<file path="config.mk">
export PLATFORM = sky130hd
export DESIGN_NAME = i2c_stream_port
export DESIGN_NICKNAME = d
export VERILOG_FILES = /design/src/rtl/i2c_stream_pkg.sv /design/src/rtl/i2c_line_sync.sv /design/src/rtl/i2c_read_map.sv /design/src/rtl/i2c_slave_engine.sv /design/src/rtl/i2c_stream_port.sv
export SDC_FILE = /design/constraint.sdc
export NUM_CORES = 1
export LEC_CHECK = 0
export ABC_AREA = 0
export BUFFER_PORTS_ARGS = -buffer_cell sky130_fd_sc_hd__clkbuf_2
export CAP_MARGIN = 20
export CORE_MARGIN = 4
export CORE_UTILIZATION = 40
export CTS_BUF_LIST = sky130_fd_sc_hd__clkbuf_8
export DETAILED_ROUTE_END_ITERATION = 10
export SLEW_MARGIN = 20
export SYNTH_ARGS = -nofsm -noshare
export SYNTH_HDL_FRONTEND = slang
export SYNTH_SLANG_ARGS = --single-unit
</file>
<file path="constraint.sdc">
create_clock -name clk -period 2.3 [get_ports clk]
set_input_delay 0.23 -clock clk [delete_from_list [all_inputs] [get_ports clk]]
set_output_delay 0.23 -clock clk [all_outputs]
set_load 0.03 [all_outputs]
</file>
<file path="src/rtl/i2c_stream_pkg.sv">
package i2c_stream_pkg;

    localparam int BYTE_BITS = 8;
    localparam int BIT_CNT_W = $clog2(BYTE_BITS + 1);
    localparam int CNT_W     = 16;

    localparam logic [7:0] REG_CNT_HI = 8'hFD;
    localparam logic [7:0] REG_CNT_LO = 8'hFE;
    localparam logic [7:0] REG_STREAM = 8'hFF;
    localparam logic [7:0] PAD_BYTE   = 8'hFF;

    typedef enum logic [2:0] {
        ST_IDLE,
        ST_ADDR,
        ST_ADDR_ACK,
        ST_WR,
        ST_WR_ACK,
        ST_RD,
        ST_RD_ACK
    } eng_state_e;

    typedef struct packed {
        eng_state_e           st;
        logic [BIT_CNT_W-1:0] bit_cnt;
        logic [7:0]           shreg;
        logic                 rw;
        logic                 nack;
        logic [7:0]           ptr;
        logic [CNT_W-1:0]     cnt;
        logic [7:0]           held;
        logic [1:0]           nwr;
        logic                 sda_oe;
        logic                 pop;
        logic                 push;
        logic [7:0]           push_data;
    } eng_regs_t;

    localparam eng_regs_t ENG_RST = '{
        st:        ST_IDLE,
        bit_cnt:   '0,
        shreg:     '0,
        rw:        1'b0,
        nack:      1'b0,
        ptr:       REG_STREAM,
        cnt:       '0,
        held:      '0,
        nwr:       '0,
        sda_oe:    1'b0,
        pop:       1'b0,
        push:      1'b0,
        push_data: '0
    };

endpackage

</file>
<file path="src/rtl/i2c_line_sync.sv">
module i2c_line_sync #(
    parameter int STAGES = 2
) (
    input  logic clk,
    input  logic rst_n,
    input  logic scl_i,
    input  logic sda_i,
    output logic scl_o,
    output logic sda_o,
    output logic scl_rise_o,
    output logic scl_fall_o,
    output logic start_o,
    output logic stop_o
);
    logic [STAGES-1:0] scl_sync_q, sda_sync_q;
    logic              scl_prev_q, sda_prev_q;

    always_ff @(posedge clk or negedge rst_n) begin
        if (!rst_n) begin
            scl_sync_q <= '1;
            sda_sync_q <= '1;
            scl_prev_q <= 1'b1;
            sda_prev_q <= 1'b1;
        end else begin
            scl_sync_q <= {scl_sync_q[STAGES-2:0], scl_i};
            sda_sync_q <= {sda_sync_q[STAGES-2:0], sda_i};
            scl_prev_q <= scl_sync_q[STAGES-1];
            sda_prev_q <= sda_sync_q[STAGES-1];
        end
    end

    assign scl_o      = scl_sync_q[STAGES-1];
    assign sda_o      = sda_sync_q[STAGES-1];
    assign scl_rise_o = scl_o & ~scl_prev_q;
    assign scl_fall_o = ~scl_o & scl_prev_q;
    // SDA edges while SCL stays high mark the frame boundaries
    assign start_o    = scl_o & scl_prev_q & sda_prev_q & ~sda_o;
    assign stop_o     = scl_o & scl_prev_q & ~sda_prev_q & sda_o;

endmodule

</file>
<file path="src/rtl/i2c_read_map.sv">
module i2c_read_map
    import i2c_stream_pkg::*;
(
    input  logic [7:0]       ptr_i,
    input  logic [CNT_W-1:0] cnt_i,
    input  logic             stream_avail_i,
    input  logic [7:0]       stream_byte_i,
    output logic [7:0]       data_o,
    output logic             pop_o
);
    always_comb begin
        data_o = 8'h00;
        pop_o  = 1'b0;
        unique case (ptr_i)
            REG_CNT_HI: data_o = cnt_i[CNT_W-1 -: 8];
            REG_CNT_LO: data_o = cnt_i[7:0];
            REG_STREAM: begin
                data_o = stream_avail_i ? stream_byte_i : PAD_BYTE;
                pop_o  = stream_avail_i;
            end
            default:    data_o = 8'h00;
        endcase
    end

endmodule

</file>
<file path="src/rtl/i2c_slave_engine.sv">
module i2c_slave_engine
    import i2c_stream_pkg::*;
#(
    parameter int LVL_W = 12
) (
    input  logic             clk,
    input  logic             rst_n,
    input  logic             scl_rise_i,
    input  logic             scl_fall_i,
    input  logic             start_i,
    input  logic             stop_i,
    input  logic             sda_i,
    input  logic [6:0]       dev_addr_i,
    input  logic [LVL_W-1:0] tx_level_i,
    input  logic [7:0]       rd_byte_i,
    input  logic             rd_pop_i,
    output logic [7:0]       ptr_o,
    output logic [CNT_W-1:0] cnt_o,
    output logic             in_read_o,
    output logic             sda_oe_o,
    output logic             tx_pop_o,
    output logic             rx_push_o,
    output logic [7:0]       rx_data_o
);
    localparam logic [BIT_CNT_W-1:0] LAST_BIT = BIT_CNT_W'(BYTE_BITS);

    eng_regs_t d, q;

    function automatic logic [7:0] ptr_step(input logic [7:0] p);
        return (p == REG_STREAM) ? REG_STREAM : p + 8'd1;
    endfunction

    always_comb begin
        d      = q;
        d.pop  = 1'b0;
        d.push = 1'b0;
        if (start_i || stop_i) begin
            // close an open write: one byte loads the pointer, more flush
            if (q.st == ST_WR || q.st == ST_WR_ACK) begin
                if (q.nwr == 2'd1) begin
                    d.ptr = q.held;
                end else if (q.nwr == 2'd2) begin
                    d.push      = 1'b1;
                    d.push_data = q.held;
                end
            end
            d.sda_oe  = 1'b0;
            d.nwr     = '0;
            d.bit_cnt = '0;
            d.st      = start_i ? ST_ADDR : ST_IDLE;
        end else begin
            unique case (q.st)
                ST_IDLE: ;
                ST_ADDR: begin
                    if (scl_rise_i) begin
                        d.shreg   = {q.shreg[6:0], sda_i};
                        d.bit_cnt = q.bit_cnt + 1'b1;
                    end else if (scl_fall_i && q.bit_cnt == LAST_BIT) begin
                        d.bit_cnt = '0;
                        if (q.shreg[7:1] == dev_addr_i) begin
                            d.st     = ST_ADDR_ACK;
                            d.sda_oe = 1'b1;
                            d.rw     = q.shreg[0];
                            d.cnt    = CNT_W'(tx_level_i);
                        end else begin
                            d.st = ST_IDLE;
                        end
                    end
                end
                ST_ADDR_ACK: begin
                    if (scl_fall_i) begin
                        if (q.rw) begin
                            d.shreg   = rd_byte_i;
                            d.pop     = rd_pop_i;
                            d.ptr     = ptr_step(q.ptr);
                            d.sda_oe  = ~rd_byte_i[7];
                            d.bit_cnt = BIT_CNT_W'(1);
                            d.st      = ST_RD;
                        end else begin
                            d.sda_oe  = 1'b0;
                            d.bit_cnt = '0;
                            d.st      = ST_WR;
                        end
                    end
                end
                ST_WR: begin
                    if (scl_rise_i) begin
                        d.shreg   = {q.shreg[6:0], sda_i};
                        d.bit_cnt = q.bit_cnt + 1'b1;
                    end else if (scl_fall_i && q.bit_cnt == LAST_BIT) begin
                        d.sda_oe  = 1'b1;
                        d.bit_cnt = '0;
                        d.st      = ST_WR_ACK;
                        if (q.nwr != 2'd0) begin
                            d.push      = 1'b1;
                            d.push_data = q.held;
                        end
                        d.held = q.shreg;
                        d.nwr  = (q.nwr == 2'd0) ? 2'd1 : 2'd2;
                    end
                end
                ST_WR_ACK: begin
                    if (scl_fall_i) begin
                        d.sda_oe = 1'b0;
                        d.st     = ST_WR;
                    end
                end
                ST_RD: begin
                    if (scl_fall_i) begin
                        if (q.bit_cnt == LAST_BIT) begin
                            d.sda_oe = 1'b0;
                            d.st     = ST_RD_ACK;
                        end else begin
                            d.sda_oe  = ~q.shreg[6];
                            d.shreg   = {q.shreg[6:0], 1'b0};
                            d.bit_cnt = q.bit_cnt + 1'b1;
                        end
                    end
                end
                ST_RD_ACK: begin
                    if (scl_rise_i) begin
                        d.nack = sda_i;
                    end else if (scl_fall_i) begin
                        if (!q.nack) begin
                            d.shreg   = rd_byte_i;
                            d.pop     = rd_pop_i;
                            d.ptr     = ptr_step(q.ptr);
                            d.sda_oe  = ~rd_byte_i[7];
                            d.bit_cnt = BIT_CNT_W'(1);
                            d.st      = ST_RD;
                        end else begin
                            d.sda_oe = 1'b0;
                            d.st     = ST_IDLE;
                        end
                    end
                end
                default: d.st = ST_IDLE;
            endcase
        end
    end

    always_ff @(posedge clk or negedge rst_n) begin
        if (!rst_n) q <= ENG_RST;
        else        q <= d;
    end

    assign ptr_o     = q.ptr;
    assign cnt_o     = q.cnt;
    assign in_read_o = (q.st == ST_RD) || (q.st == ST_RD_ACK);
    assign sda_oe_o  = q.sda_oe;
    assign tx_pop_o  = q.pop;
    assign rx_push_o = q.push;
    assign rx_data_o = q.push_data;

endmodule

</file>
<file path="src/rtl/i2c_stream_port.sv">
module i2c_stream_port
    import i2c_stream_pkg::*;
#(
    parameter int         LVL_W       = 12,
    parameter int         SYNC_STAGES = 2,
    parameter logic [6:0] DEF_ADDR    = 7'h42
) (
    input  logic             clk,
    input  logic             rst_n,
    input  logic             scl_i,
    input  logic             sda_i,
    output logic             sda_oe_o,
    input  logic             cfg_addr_valid_i,
    input  logic [6:0]       cfg_addr_i,
    input  logic [LVL_W-1:0] tx_level_i,
    input  logic [7:0]       tx_data_i,
    output logic             tx_pop_o,
    output logic             rx_push_o,
    output logic [7:0]       rx_data_o
);
    logic             scl_s, sda_s, scl_rise, scl_fall, bus_start, bus_stop;
    logic [6:0]       dev_addr;
    logic             stream_avail;
    logic [7:0]       ptr_q, rd_byte;
    logic [CNT_W-1:0] cnt_q;
    logic             rd_pop, in_read;

    assign dev_addr     = cfg_addr_valid_i ? cfg_addr_i : DEF_ADDR;
    assign stream_avail = |tx_level_i;

    i2c_line_sync #(.STAGES(SYNC_STAGES)) u_sync (
        .clk        (clk),
        .rst_n      (rst_n),
        .scl_i      (scl_i),
        .sda_i      (sda_i),
        .scl_o      (scl_s),
        .sda_o      (sda_s),
        .scl_rise_o (scl_rise),
        .scl_fall_o (scl_fall),
        .start_o    (bus_start),
        .stop_o     (bus_stop)
    );

    i2c_read_map u_map (
        .ptr_i          (ptr_q),
        .cnt_i          (cnt_q),
        .stream_avail_i (stream_avail),
        .stream_byte_i  (tx_data_i),
        .data_o         (rd_byte),
        .pop_o          (rd_pop)
    );

    i2c_slave_engine #(.LVL_W(LVL_W)) u_eng (
        .clk        (clk),
        .rst_n      (rst_n),
        .scl_rise_i (scl_rise),
        .scl_fall_i (scl_fall),
        .start_i    (bus_start),
        .stop_i     (bus_stop),
        .sda_i      (sda_s),
        .dev_addr_i (dev_addr),
        .tx_level_i (tx_level_i),
        .rd_byte_i  (rd_byte),
        .rd_pop_i   (rd_pop),
        .ptr_o      (ptr_q),
        .cnt_o      (cnt_q),
        .in_read_o  (in_read),
        .sda_oe_o   (sda_oe_o),
        .tx_pop_o   (tx_pop_o),
        .rx_push_o  (rx_push_o),
        .rx_data_o  (rx_data_o)
    );

endmodule

</file>
==> impl_metrics.csv <==
group,metric,value,unit
status,outcome,"finished clean",
worst_setup_path,critical_path.max_stage_delay,490,ps
global_route,pin_count_of_the_biggest_net_entering_global_routing,65,
synth,dominantRegCellSynth,"sky130_fd_sc_hd__dfrtp_1",
timing,final_worst_clock_skew,8.80,ps
route,drt-wirelength-per-cell,16.7,um
placed_design,portBuffers,42,
layout,drive_above_1_share,0.320,
timing,totalNegativeSetupSlack,0,ps
synth,post_synth_inst_count,358,
route,detail_route.drc_violations,0,
worst_setup_path,cp_num_buf_inv,0,
synth,synthSimpleGateAreaFrac,0.154,
floorplan,effective_utilization_at_floorplan,0.413,
timing,period_share,0.949,
global_route,number_of_antenna_violations_at_the_first_check_in_global_routing,0,
synth,syn-cell-area,0.00360,sq mm
route,detail_route.first_pass.iterations,4,
worst_setup_path,cpMaxStageDelayCell,"sky130_fd_sc_hd__or4b_1",
synth,synth_fa_ha_area_frac,0.0174,
worst_setup_path,critPathRequiredTime,2530,ps
timing,slew-limit-headroom,0.566,
timing,timing.final.hold_violations,0,
power_and_ir_drop,post-layout-total-power,0.00290,W
power_and_ir_drop,power.density,680,mW/mm^2
timing,max_frequency,458,MHz
route,final_antenna_net_count,0,
synth,syn-num-nets,395,
global_route,first_pass_grt_wire_length,14.4,mm
global_route,met1_usage,0.257,
placed_design,finalWeightedCongestion,0.880,
route,drtIter0Drc,251,
global_route,global_route.peak_usage_layer,"met2",
synth,synthArstFlopShare,1.00,
global_route,via_count_of_the_first_global_routing_pass,2810,
floorplan,die_area,0.0106,sq mm
clock_network,clk_pin_slew_worst_setup_hold_paths,80,ps
worst_setup_path,worstSetupStartpointType,"flop",
clock_network,root_buffer,"sky130_fd_sc_hd__clkbuf_8",
clock_network,htree_num_levels,3,
layout,flow.area_growth_from_synthesis,18.5,%
timing,time_the_worst_path_needs_with_i_o_delays_and_setup,2180,ps
worst_setup_path,critical_path.endpoint_type,"flop",
floorplan,floorplan.rows,34,
clock_network,cts_tree,"built",
clock_network,max-clock-path-buffers,2,
power_and_ir_drop,ir_drop,0.000363,V
clock_network,cts_inserted_buffers,9,
synth,synthDominantAreaCellType,"sky130_fd_sc_hd__dfrtp_1",
timing,worst-slew-pin-transition,649,ps
layout,n_antenna_cell,0,
layout,nets,447,
synth,synth_compound_gate_area_share,0.196,
clock_network,cts_num_sinks,64,
synth,synth_xor_area_frac,0.0146,
placed_design,place_hpwl,6.36,mm
synth,synth_top_family_by_area,"compound AO/OA/AOI/OAI gates",
global_route,met3_usage,0.0413,
global_route,grt.total_usage,0.176,
synth,synth-seq-area-share,0.450,
floorplan,die_width,103,um
global_route,grt_remaining_overflow,0,
worst_setup_path,critPathTopFamily,"simple AND/OR/NAND/NOR gates",
clock_network,postCtsSetupBuffers,0,
worst_setup_path,worst-setup-path-type,"reg -> reg",
synth,ys_top_cells_by_count,"50 x sky130_fd_sc_hd__dfrtp_1, 27 x sky130_fd_sc_hd__nor2_1, 26 x sky130_fd_sc_hd__a21oi_1, 26 x sky130_fd_sc_hd__nand2_1",
synth,yosysUniqueCellTypes,61,
floorplan,core_ar,0.00872,sq mm
timing,final_max_slew_viol_count,0,
run,timing.max_cap.violations,0,
synth,synth_edf_count,0,
floorplan,die_height,103,um
timing,setup-violations-final,0,
clock_network,clock_latency,340,ps
worst_setup_path,worstPathCellList,"xor2_1, or4b_1, a22oi_2, nand4_4, mux2_4",
route,postRouteWirelength,8.74,mm
worst_hold_path,min_path_type,"in -> reg",
worst_setup_path,largest_fanout_of_any_net_on_the_critical_path,13,
synth,yosys-top-cells-area,"sky130_fd_sc_hd__dfrtp_1 35%, sky130_fd_sc_hd__dfstp_2 10%, sky130_fd_sc_hd__mux2_2 7.2%",
synth,synth.top_cell.area_share,0.348,
synth,muxShareOfSynthArea,0.116,
route,vias,2934,
route,viasPerCell,5.61,
worst_setup_path,critPathArrivalTime,2410,ps
floorplan,boundaryPins,43,
power_and_ir_drop,p_leak,1.99,nW
synth,count_leader_synth,"sky130_fd_sc_hd__dfrtp_1",
timing,grt_setup_unrepaired,"false",
synth,syn_avg_cell_area,10.1,sq um
synth,yosysWarnings,0,
synth,synth_seq_cells,64,
global_route,use_met2,0.267,
[final timing paths]
check	start	end	slack [ps]	cells after the start
min in group asynchronous	rst_n	u_eng.q[57]	450	3
worst max register to register	u_eng.q[50]	u_eng.cnt_o[11]	120	5
worst max-delay path	u_eng.q[50]	u_eng.cnt_o[11]	120	5
max in group asynchronous	rst_n	u_eng.ptr_o[6]	1520	3
worst min register to register	u_sync.scl_sync_q[0]	u_sync.scl_sync_q[1]	360	0
worst min-delay path	tx_level_i[10]	u_eng.cnt_o[10]	140	2
[final cells by class]
type | instances | area, sq um
clock buffers | 9 | 124
well taps | 108 | 135
fillers | 816 | 4460
clock inverters | 7 | 128
multi-input cells | 257 | 1800
repair buffers | 66 | 410
flip-flops and latches | 64 | 1620
inverters | 12 | 45.0
[layout by cell type (no fill, tap or decap), types with 7 or more instances in the layout]
cell type and count:
sky130_fd_sc_hd__dfrtp_1 50, sky130_fd_sc_hd__buf_4 20, sky130_fd_sc_hd__nor2_1 27, sky130_fd_sc_hd__o21ai_0 23, sky130_fd_sc_hd__clkbuf_2 42, sky130_fd_sc_hd__mux2_4 10
sky130_fd_sc_hd__nand3_1 12, sky130_fd_sc_hd__clkbuf_8 9, sky130_fd_sc_hd__dfstp_2 14, sky130_fd_sc_hd__nand2_1 26, sky130_fd_sc_hd__mux2_2 23, sky130_fd_sc_hd__inv_1 12
sky130_fd_sc_hd__a31oi_1 7, sky130_fd_sc_hd__a21oi_1 26
[sequential cells by signal, indices dropped and copies added (netlist names)]
name and cells:
u_eng.q 27, u_eng.tx_pop_o 1, u_eng.sda_oe_o 1, u_sync.sda_prev_q 1, u_eng.cnt_o 12, u_sync.sda_sync_q 2
u_sync.scl_prev_q 1, u_eng.ptr_o 8, u_eng.rx_push_o 1, u_sync.scl_sync_q 2, u_eng.rx_data_o 8
[power breakdown]
part	total, W	internal (W)	switching (W)
combinational	0.000379	0.000182	0.000197
clock	0.00123	0.000735	0.000495
sequential	0.00129	0.00120	0.0000915
total	0.00290	0.00212	0.000783
[timing repair]
item,CTS,global route
endpoints found under the hold margin,52,0
hold buffers,3,0
resized for setup,0,1
endpoints found under the setup margin,0,6
[per-layer routing]
layer / routed length (um) / up-vias
met5: 0 / -
met4: 85 / 0
met3: 620 / 8
met2: 3860 / 98
met1: 4170 / 1406
li1: - / 1422
[metrics by stage]
step / cells / hold slack (ps) / instance area (sq um) / util / worst slack, ps
finish: 523 / 137 / 4270 / 0.489 / 117
global route: 523 / 130 / 4270 / 0.489 / 20.9
CTS: 523 / 127 / 4250 / 0.488 / 49.5
detailed placement: 504 / 278 / 3970 / 0.456 / 50.4
global placement: 504 / 276 / 3970 / 0.456 / 112
floorplan: 358 / -65.6 / 3600 / - / 288
[cells by family (layout without fill, tap and decap cells)]
kind of cell / count (synthesis) / count (layout)
buffers and inverters: 37 / 94
AOI/OAI and AO/OA: 105 / 105
DFF: 64 / 64
and+or+nand+nor: 107 / 107
adders and majority gates: 5 / 5
muxes: 34 / 34
xor gates and xnor gates: 6 / 6
No activity file was read; power rests on OpenSTA's default activity.
